--- config.mk ---
export PLATFORM = sky130hd
export DESIGN_NAME = nsd_switch_driver
export DESIGN_NICKNAME = d
export VERILOG_FILES = /design/src/rtl/nsd_pkg.sv /design/src/rtl/nsd_gap_timer.sv /design/src/rtl/nsd_role_latch.sv /design/src/rtl/nsd_fsm.sv /design/src/rtl/nsd_switch_driver.sv
export SDC_FILE = /design/constraint.sdc
export NUM_CORES = 1
export LEC_CHECK = 0
export BUFFER_PORTS_ARGS = -buffer_cell sky130_fd_sc_hd__buf_2
export CORE_UTILIZATION = 35
export CTS_CLUSTER_SIZE = 24
export DETAILED_ROUTE_END_ITERATION = 12
export PLACE_DENSITY = 0.59
export SYNTH_ARGS = -nofsm -noshare
export SYNTH_HDL_FRONTEND = slang
export SYNTH_HIERARCHICAL = 1
export SYNTH_SLANG_ARGS = --single-unit
--- constraint.sdc ---
create_clock -name clk -period 2 [get_ports clk]
set_clock_uncertainty 0.15 [all_clocks]
set_input_delay 0 -clock clk [delete_from_list [all_inputs] [get_ports clk]]
set_output_delay 0 -clock clk [all_outputs]
set_load 0.02 [all_outputs]
--- src/rtl/nsd_pkg.sv ---
package nsd_pkg;

    // Controller states of the switch driver.
    typedef enum logic [2:0] {
        ST_IDLE    = 3'd0,
        ST_GAP_CHG = 3'd1,
        ST_CHARGE  = 3'd2,
        ST_GAP_REL = 3'd3,
        ST_RELEASE = 3'd4
    } nsd_state_e;

    // Captured role of the power stage for one conversion cycle.
    typedef struct packed {
        logic vib;   // 1 = vibration path, 0 = thermal path
        logic buck;  // 1 = buck operation (vibration path only)
    } nsd_role_t;

endpackage

--- src/rtl/nsd_gap_timer.sv ---
module nsd_gap_timer #(
    parameter int DEAD_GAP = 2
) (
    input  logic clk,
    input  logic rst_n,
    input  logic clear,
    output logic done
);
    localparam int GAP_EFF = (DEAD_GAP < 1) ? 1 : DEAD_GAP;
    localparam int CW      = $clog2(GAP_EFF + 1);
    localparam logic [CW-1:0] CMAX = CW'(GAP_EFF - 1);

    logic [CW-1:0] cnt_q;

    // Counts cycles spent in the current state; saturates at the gap end.
    always_ff @(posedge clk or negedge rst_n) begin
        if (!rst_n) begin
            cnt_q <= '0;
        end else if (clear) begin
            cnt_q <= '0;
        end else if (cnt_q != CMAX) begin
            cnt_q <= cnt_q + CW'(1);
        end
    end

    always_comb begin
        done = (cnt_q == CMAX);
    end

endmodule

--- src/rtl/nsd_role_latch.sv ---
module nsd_role_latch
    import nsd_pkg::*;
(
    input  logic      clk,
    input  logic      rst_n,
    input  logic      load,
    input  logic      src_sel,
    input  logic      buck_sel,
    input  logic      zc_thermal,
    input  logic      zc_vib,
    output nsd_role_t role_q,
    output logic      zc_active
);
    nsd_role_t role_d;

    // Thermal path is boost-only: buck select is masked for it.
    always_comb begin
        role_d.vib  = src_sel;
        role_d.buck = src_sel & buck_sel;
    end

    always_ff @(posedge clk or negedge rst_n) begin
        if (!rst_n) begin
            role_q <= '0;
        end else if (load) begin
            role_q <= role_d;
        end
    end

    // Zero-current flag of the captured source only.
    always_comb begin
        zc_active = role_q.vib ? zc_vib : zc_thermal;
    end

endmodule

--- src/rtl/nsd_fsm.sv ---
module nsd_fsm
    import nsd_pkg::*;
(
    input  logic       clk,
    input  logic       rst_n,
    input  logic       enable,
    input  logic       phase,
    input  logic       zc,
    input  logic       gap_done,
    output nsd_state_e state_q,
    output logic       gap_clear,
    output logic       role_load,
    output logic       chg_on,
    output logic       rel_on
);
    nsd_state_e state_d;

    // State register.
    always_ff @(posedge clk or negedge rst_n) begin
        if (!rst_n) begin
            state_q <= ST_IDLE;
        end else begin
            state_q <= state_d;
        end
    end

    // Next-state logic.
    always_comb begin
        state_d = state_q;
        if (!enable) begin
            state_d = ST_IDLE;
        end else begin
            unique case (state_q)
                ST_IDLE: begin
                    if (phase) state_d = ST_GAP_CHG;
                end
                ST_GAP_CHG: begin
                    if (!phase)        state_d = ST_IDLE;
                    else if (gap_done) state_d = ST_CHARGE;
                end
                ST_CHARGE: begin
                    if (!phase) state_d = ST_GAP_REL;
                end
                ST_GAP_REL: begin
                    if (phase)         state_d = ST_GAP_CHG;
                    else if (zc)       state_d = ST_IDLE;
                    else if (gap_done) state_d = ST_RELEASE;
                end
                ST_RELEASE: begin
                    if (phase)   state_d = ST_GAP_CHG;
                    else if (zc) state_d = ST_IDLE;
                end
                default: state_d = ST_IDLE;
            endcase
        end
    end

    // Output decode.
    always_comb begin
        chg_on    = (state_q == ST_CHARGE);
        rel_on    = (state_q == ST_RELEASE);
        role_load = (state_q == ST_IDLE);
        gap_clear = (state_d != state_q);
    end

    // zero-current during release ends conduction.
    p_zc_ends_release_r6: assert property (@(posedge clk) disable iff (!rst_n)
        (enable && state_q == ST_RELEASE && !phase && zc) |=> (state_q == ST_IDLE));

    // the charge state is only entered through its gap state.
    p_charge_after_gap_r7: assert property (@(posedge clk) disable iff (!rst_n)
        (state_q == ST_CHARGE && $past(state_q) != ST_CHARGE) |-> ($past(state_q) == ST_GAP_CHG));

    // the release state is only entered through its gap state.
    p_release_after_gap_r4: assert property (@(posedge clk) disable iff (!rst_n)
        (state_q == ST_RELEASE && $past(state_q) != ST_RELEASE) |-> ($past(state_q) == ST_GAP_REL));

    // disable returns the controller to idle.
    p_disable_idles_r8: assert property (@(posedge clk) disable iff (!rst_n)
        !enable |=> (state_q == ST_IDLE));

    // a new phase during release restarts through the charge gap.
    p_phase_preempts_r10: assert property (@(posedge clk) disable iff (!rst_n)
        (enable && state_q == ST_RELEASE && phase) |=> (state_q == ST_GAP_CHG));

endmodule

--- src/rtl/nsd_switch_driver.sv ---
module nsd_switch_driver
    import nsd_pkg::*;
#(
    parameter int DEAD_GAP = 2
) (
    input  logic clk,
    input  logic rst_n,
    input  logic enable,
    input  logic phase,
    input  logic src_sel,
    input  logic buck_sel,
    input  logic zc_thermal,
    input  logic zc_vib,
    output logic hs_gate_n,
    output logic ls_gate
);
    localparam int GAP_EFF = (DEAD_GAP < 1) ? 1 : DEAD_GAP;
    localparam int OW      = $clog2(GAP_EFF + 1);

    nsd_state_e state_q;
    nsd_role_t  role_q;
    logic       zc_active;
    logic       gap_done;
    logic       gap_clear;
    logic       role_load;
    logic       chg_on;
    logic       rel_on;
    logic       hs_on;
    logic       ls_on;

    nsd_fsm u_fsm (
        .clk       (clk),
        .rst_n     (rst_n),
        .enable    (enable),
        .phase     (phase),
        .zc        (zc_active),
        .gap_done  (gap_done),
        .state_q   (state_q),
        .gap_clear (gap_clear),
        .role_load (role_load),
        .chg_on    (chg_on),
        .rel_on    (rel_on)
    );

    nsd_gap_timer #(
        .DEAD_GAP (GAP_EFF)
    ) u_gap (
        .clk   (clk),
        .rst_n (rst_n),
        .clear (gap_clear),
        .done  (gap_done)
    );

    nsd_role_latch u_role (
        .clk        (clk),
        .rst_n      (rst_n),
        .load       (role_load),
        .src_sel    (src_sel),
        .buck_sel   (buck_sel),
        .zc_thermal (zc_thermal),
        .zc_vib     (zc_vib),
        .role_q     (role_q),
        .zc_active  (zc_active)
    );

    // Map charge/release roles onto physical switches; enable gates directly.
    always_comb begin
        hs_on     = enable & (role_q.buck ? chg_on : rel_on);
        ls_on     = enable & (role_q.buck ? rel_on : chg_on);
        hs_gate_n = ~hs_on;
        ls_gate   = ls_on;
    end

    // Assertion support: consecutive cycles with both gates off.
    logic [OW-1:0] off_run_q;
    always_ff @(posedge clk or negedge rst_n) begin
        if (!rst_n) begin
            off_run_q <= '0;
        end else if (hs_gate_n && !ls_gate) begin
            if (off_run_q != OW'(GAP_EFF)) off_run_q <= off_run_q + OW'(1);
        end else begin
            off_run_q <= '0;
        end
    end

    // the two switches never conduct together.
    p_never_both_on_r2: assert property (@(posedge clk) disable iff (!rst_n)
        !(!hs_gate_n && ls_gate));

    // each turn-on follows a full dead gap at the pins.
    p_gap_before_on_r7: assert property (@(posedge clk) disable iff (!rst_n)
        ((!hs_gate_n && $past(hs_gate_n)) || (ls_gate && !$past(ls_gate)))
            |-> (off_run_q >= OW'(GAP_EFF)));

    // captured role is held outside idle.
    p_role_held_r9: assert property (@(posedge clk) disable iff (!rst_n)
        (state_q != ST_IDLE) |=> $stable(role_q));

endmodule

==> impl_metrics.toml <==
[detailed_routing]
detail-route-antenna-nets = 0
num_vias = 481
drc = 0
wl_per_cell_um = 11.7
drt-total-wl_um = 1070
drt_iter0_drc = 17
routed_via_density = 5.23
dr.pass1.iters = 5

[layout]
final_cell_mix = "9 x dlygate4sd3_1, 9 x buf_2, 7 x dfrtp_1"
drive_above_1_share = 0.234
finalNetCount = 87
diodes = 0
fill_cells = 131
area_delta_synth_final_pct = 35.2

[run]
cap_violations = 0

[synthesis]
syn_inst = 57
synth_cell_types = 31
yosysWarnings = 6
ys_seq_elements = 7
yosysSeqAreaShare = 0.347
synth_nets = 66
syn-mean-instance-area_um2 = 8.85
syn-cell-area_um2 = 504

[floorplan]
start_util = 0.383
die_h_um = 40.0
die_area_um2 = 1600
rows = 13
die_width_um = 40.0
ioPinCount = 10
core_area_um2 = 1320

[place]
dp_hpwl_um = 718
gp_congestion = 0.782
io_buffers = 9

[clock_network]
postCtsSetupRepairBufs = 0
max-clock-path-buffers = 2
numClockSinks = 7
cts_buffers = 3
cts_tree = "done"
path_clk_slew_ns = 0.05
htreeDepth = 1
root_buffer = "clkbuf_4"
clk_latency_ns = 0.25

[worst_setup_path]
crit_chain = "mux2_4 -> o31ai_2 -> o21ai_1 -> a222oi_1 -> o21ai_1 -> a211oi_1"
cp_max_fo = 4
startpoint_type = "flop"
criticalPathCategory = "reg -> reg"
path_buf_inv = 0
crit_family = "compound AO/OA/AOI/OAI gates"
slowest_delay_ns = 0.39
crit_path_frequent_cell = "o21ai_1"
crit_required_ns = 2.01
cp_data_arrival_time_ns = 1.88
critPathCaptureType = "flop"
cp_slowest_cell = "dfrtp_1"

[power]
peakVddDrop_v = 0.000433
seqPwrFrac = 0.375
p_sw_mw = 0.170
internal_power_mw = 0.353
comb_power_share = 0.378
sw_frac_of_total = 0.325
clockPowerShare = 0.246
cellLeakagePower_nw = 0.301
powerDensity_nw_per_um2 = 766

[grt]
overflow = 0
grt_util_all_layers = 0.153
grt_pass1_wl_um = 1550
grt_max_degree = 13
antenna_found_initial = 0
grt_pass1_vias = 392

[sta]
worst_hold_slack_ns = 0.158
setup_tns_ns = 0
worst_pin_slew_ns = 0.382
finalHoldViolations = 0
fmax_mhz = 536
setup_viol = 0
rsz0062_at_grt = "no"
report.final.slew_viol_count = 0
period_minus_slack_ns = 1.87
slew_headroom = 0.746
period_share = 0.933

[status]
status = "complete, no violations"

[hold_path]
min_path_type = "in -> reg"
==> power by group through the flow <==
stage                     Combinational (mW)  Sequential, mW  Clock, mW
final                                  0.198           0.196      0.129
after global routing                   0.218           0.198      0.149
after CTS                              0.193           0.195      0.135
after detailed placement               0.176           0.197          0
after global placement                 0.178           0.196          0
after floorplan                        0.141           0.185          0
==> through the flow <==
step | area, um2 | cells | utilization | power [mW] | setup WS (ns)
final | 682 | 92 | 0.518 | 0.522 | 0.135
after global routing | 682 | 92 | 0.518 | 0.566 | 0.0144
after CTS | 672 | 92 | 0.510 | 0.522 | 0.114
after detailed placement | 556 | 79 | 0.422 | 0.374 | 0.130
after global placement | 556 | 79 | 0.422 | 0.374 | 0.190
after floorplan | 504 | 57 | - | 0.326 | 0.256
==> cells by family after synthesis <==
family | count (synthesis) | share of synthesized area
compound gates | 16 | 0.213
simple gates | 22 | 0.228
mux | 4 | 0.102
fa+ha+maj | 1 | 0.0248
buf+inv | 6 | 0.0670
xor+xnor | 1 | 0.0174
flops | 7 | 0.347
==> per-layer routing <==
layer | share of wire | up-vias | wire [um] | global-route usage
li1 | - | 245 | - | -
met4 | 0.013 | 0 | 14 | 0.129
met2 | 0.43 | 17 | 459 | 0.194
met1 | 0.52 | 217 | 558 | 0.205
met3 | 0.038 | 2 | 41 | 0.0500
met5 | 0 | - | 0 | 0
==> state kept, by name, summed over array words and instances (netlist names) <==
name / cells
u_fsm/state_q: 3
u_gap/cnt_q: 2
u_role/role_q: 2
==> synthesized netlist by cell type, drive strengths merged <==
cell type	count	area, um2
a21oi	4	20.0
clkbuf	1	3.75
xor2	1	8.76
mux2i	1	10.0
a41o	1	10.0
nor2	3	11.3
o21a	1	7.51
o21bai	1	7.51
a31oi	1	6.26
nor3	3	15.0
nand3b	1	7.51
dfrtp	7	175
o21ai	3	15.0
nand3	1	5.00
buf	2	16.3
ha	1	12.5
a2bb2oi	1	8.76
mux2	3	41.3
nor2b	4	25.0
nor3b	1	7.51
and2	1	6.26
a222oi	1	10.0
inv	3	13.8
nand2	5	18.8
a211oi	2	15.0
o31ai	1	7.51
nand2b	3	18.8
==> final cells by class <==
type / count / area, um2 / share of cell area
multi-input combinational: 44 / 305 / 0.448
tap: 15 / 18.8 / 0.0275
sequential: 7 / 175 / 0.257
inverter: 3 / 13.8 / 0.0202
clock buffer: 4 / 26.3 / 0.0385
timing repair buffer: 19 / 143 / 0.209
==> final timing paths <==
kind	start	endpoint	slack, ns	depth (start not counted)
worst min-delay path	zc_vib	u_fsm/state_q[1]	0.16	5
worst min register to register	u_gap/cnt_q[1]	u_gap/cnt_q[1]	0.39	2
worst max register to register	u_role/role_q[1]	u_gap/cnt_q[1]	0.13	6
min in group asynchronous	rst_n	u_fsm/state_q[0]	0.54	3
worst max-delay path	u_role/role_q[1]	u_gap/cnt_q[1]	0.13	6
max in group asynchronous	rst_n	u_gap/cnt_q[1]	0.92	3
==> timing repair <==
action | CTS | global route
hold endpoints to repair | 12 | 0
hold buffers | 9 | 0
setup endpoints to repair | 0 | 2
gates resized for setup | 0 | 2
==> worst min-delay path, cell delays in order <==
cell       delay, ns
buf_2           0.08
mux2_4          0.16
o31ai_2         0.07
a2bb2oi_1       0.15
nor3b_1         0.06
Power figures use the tool's default switching activity.
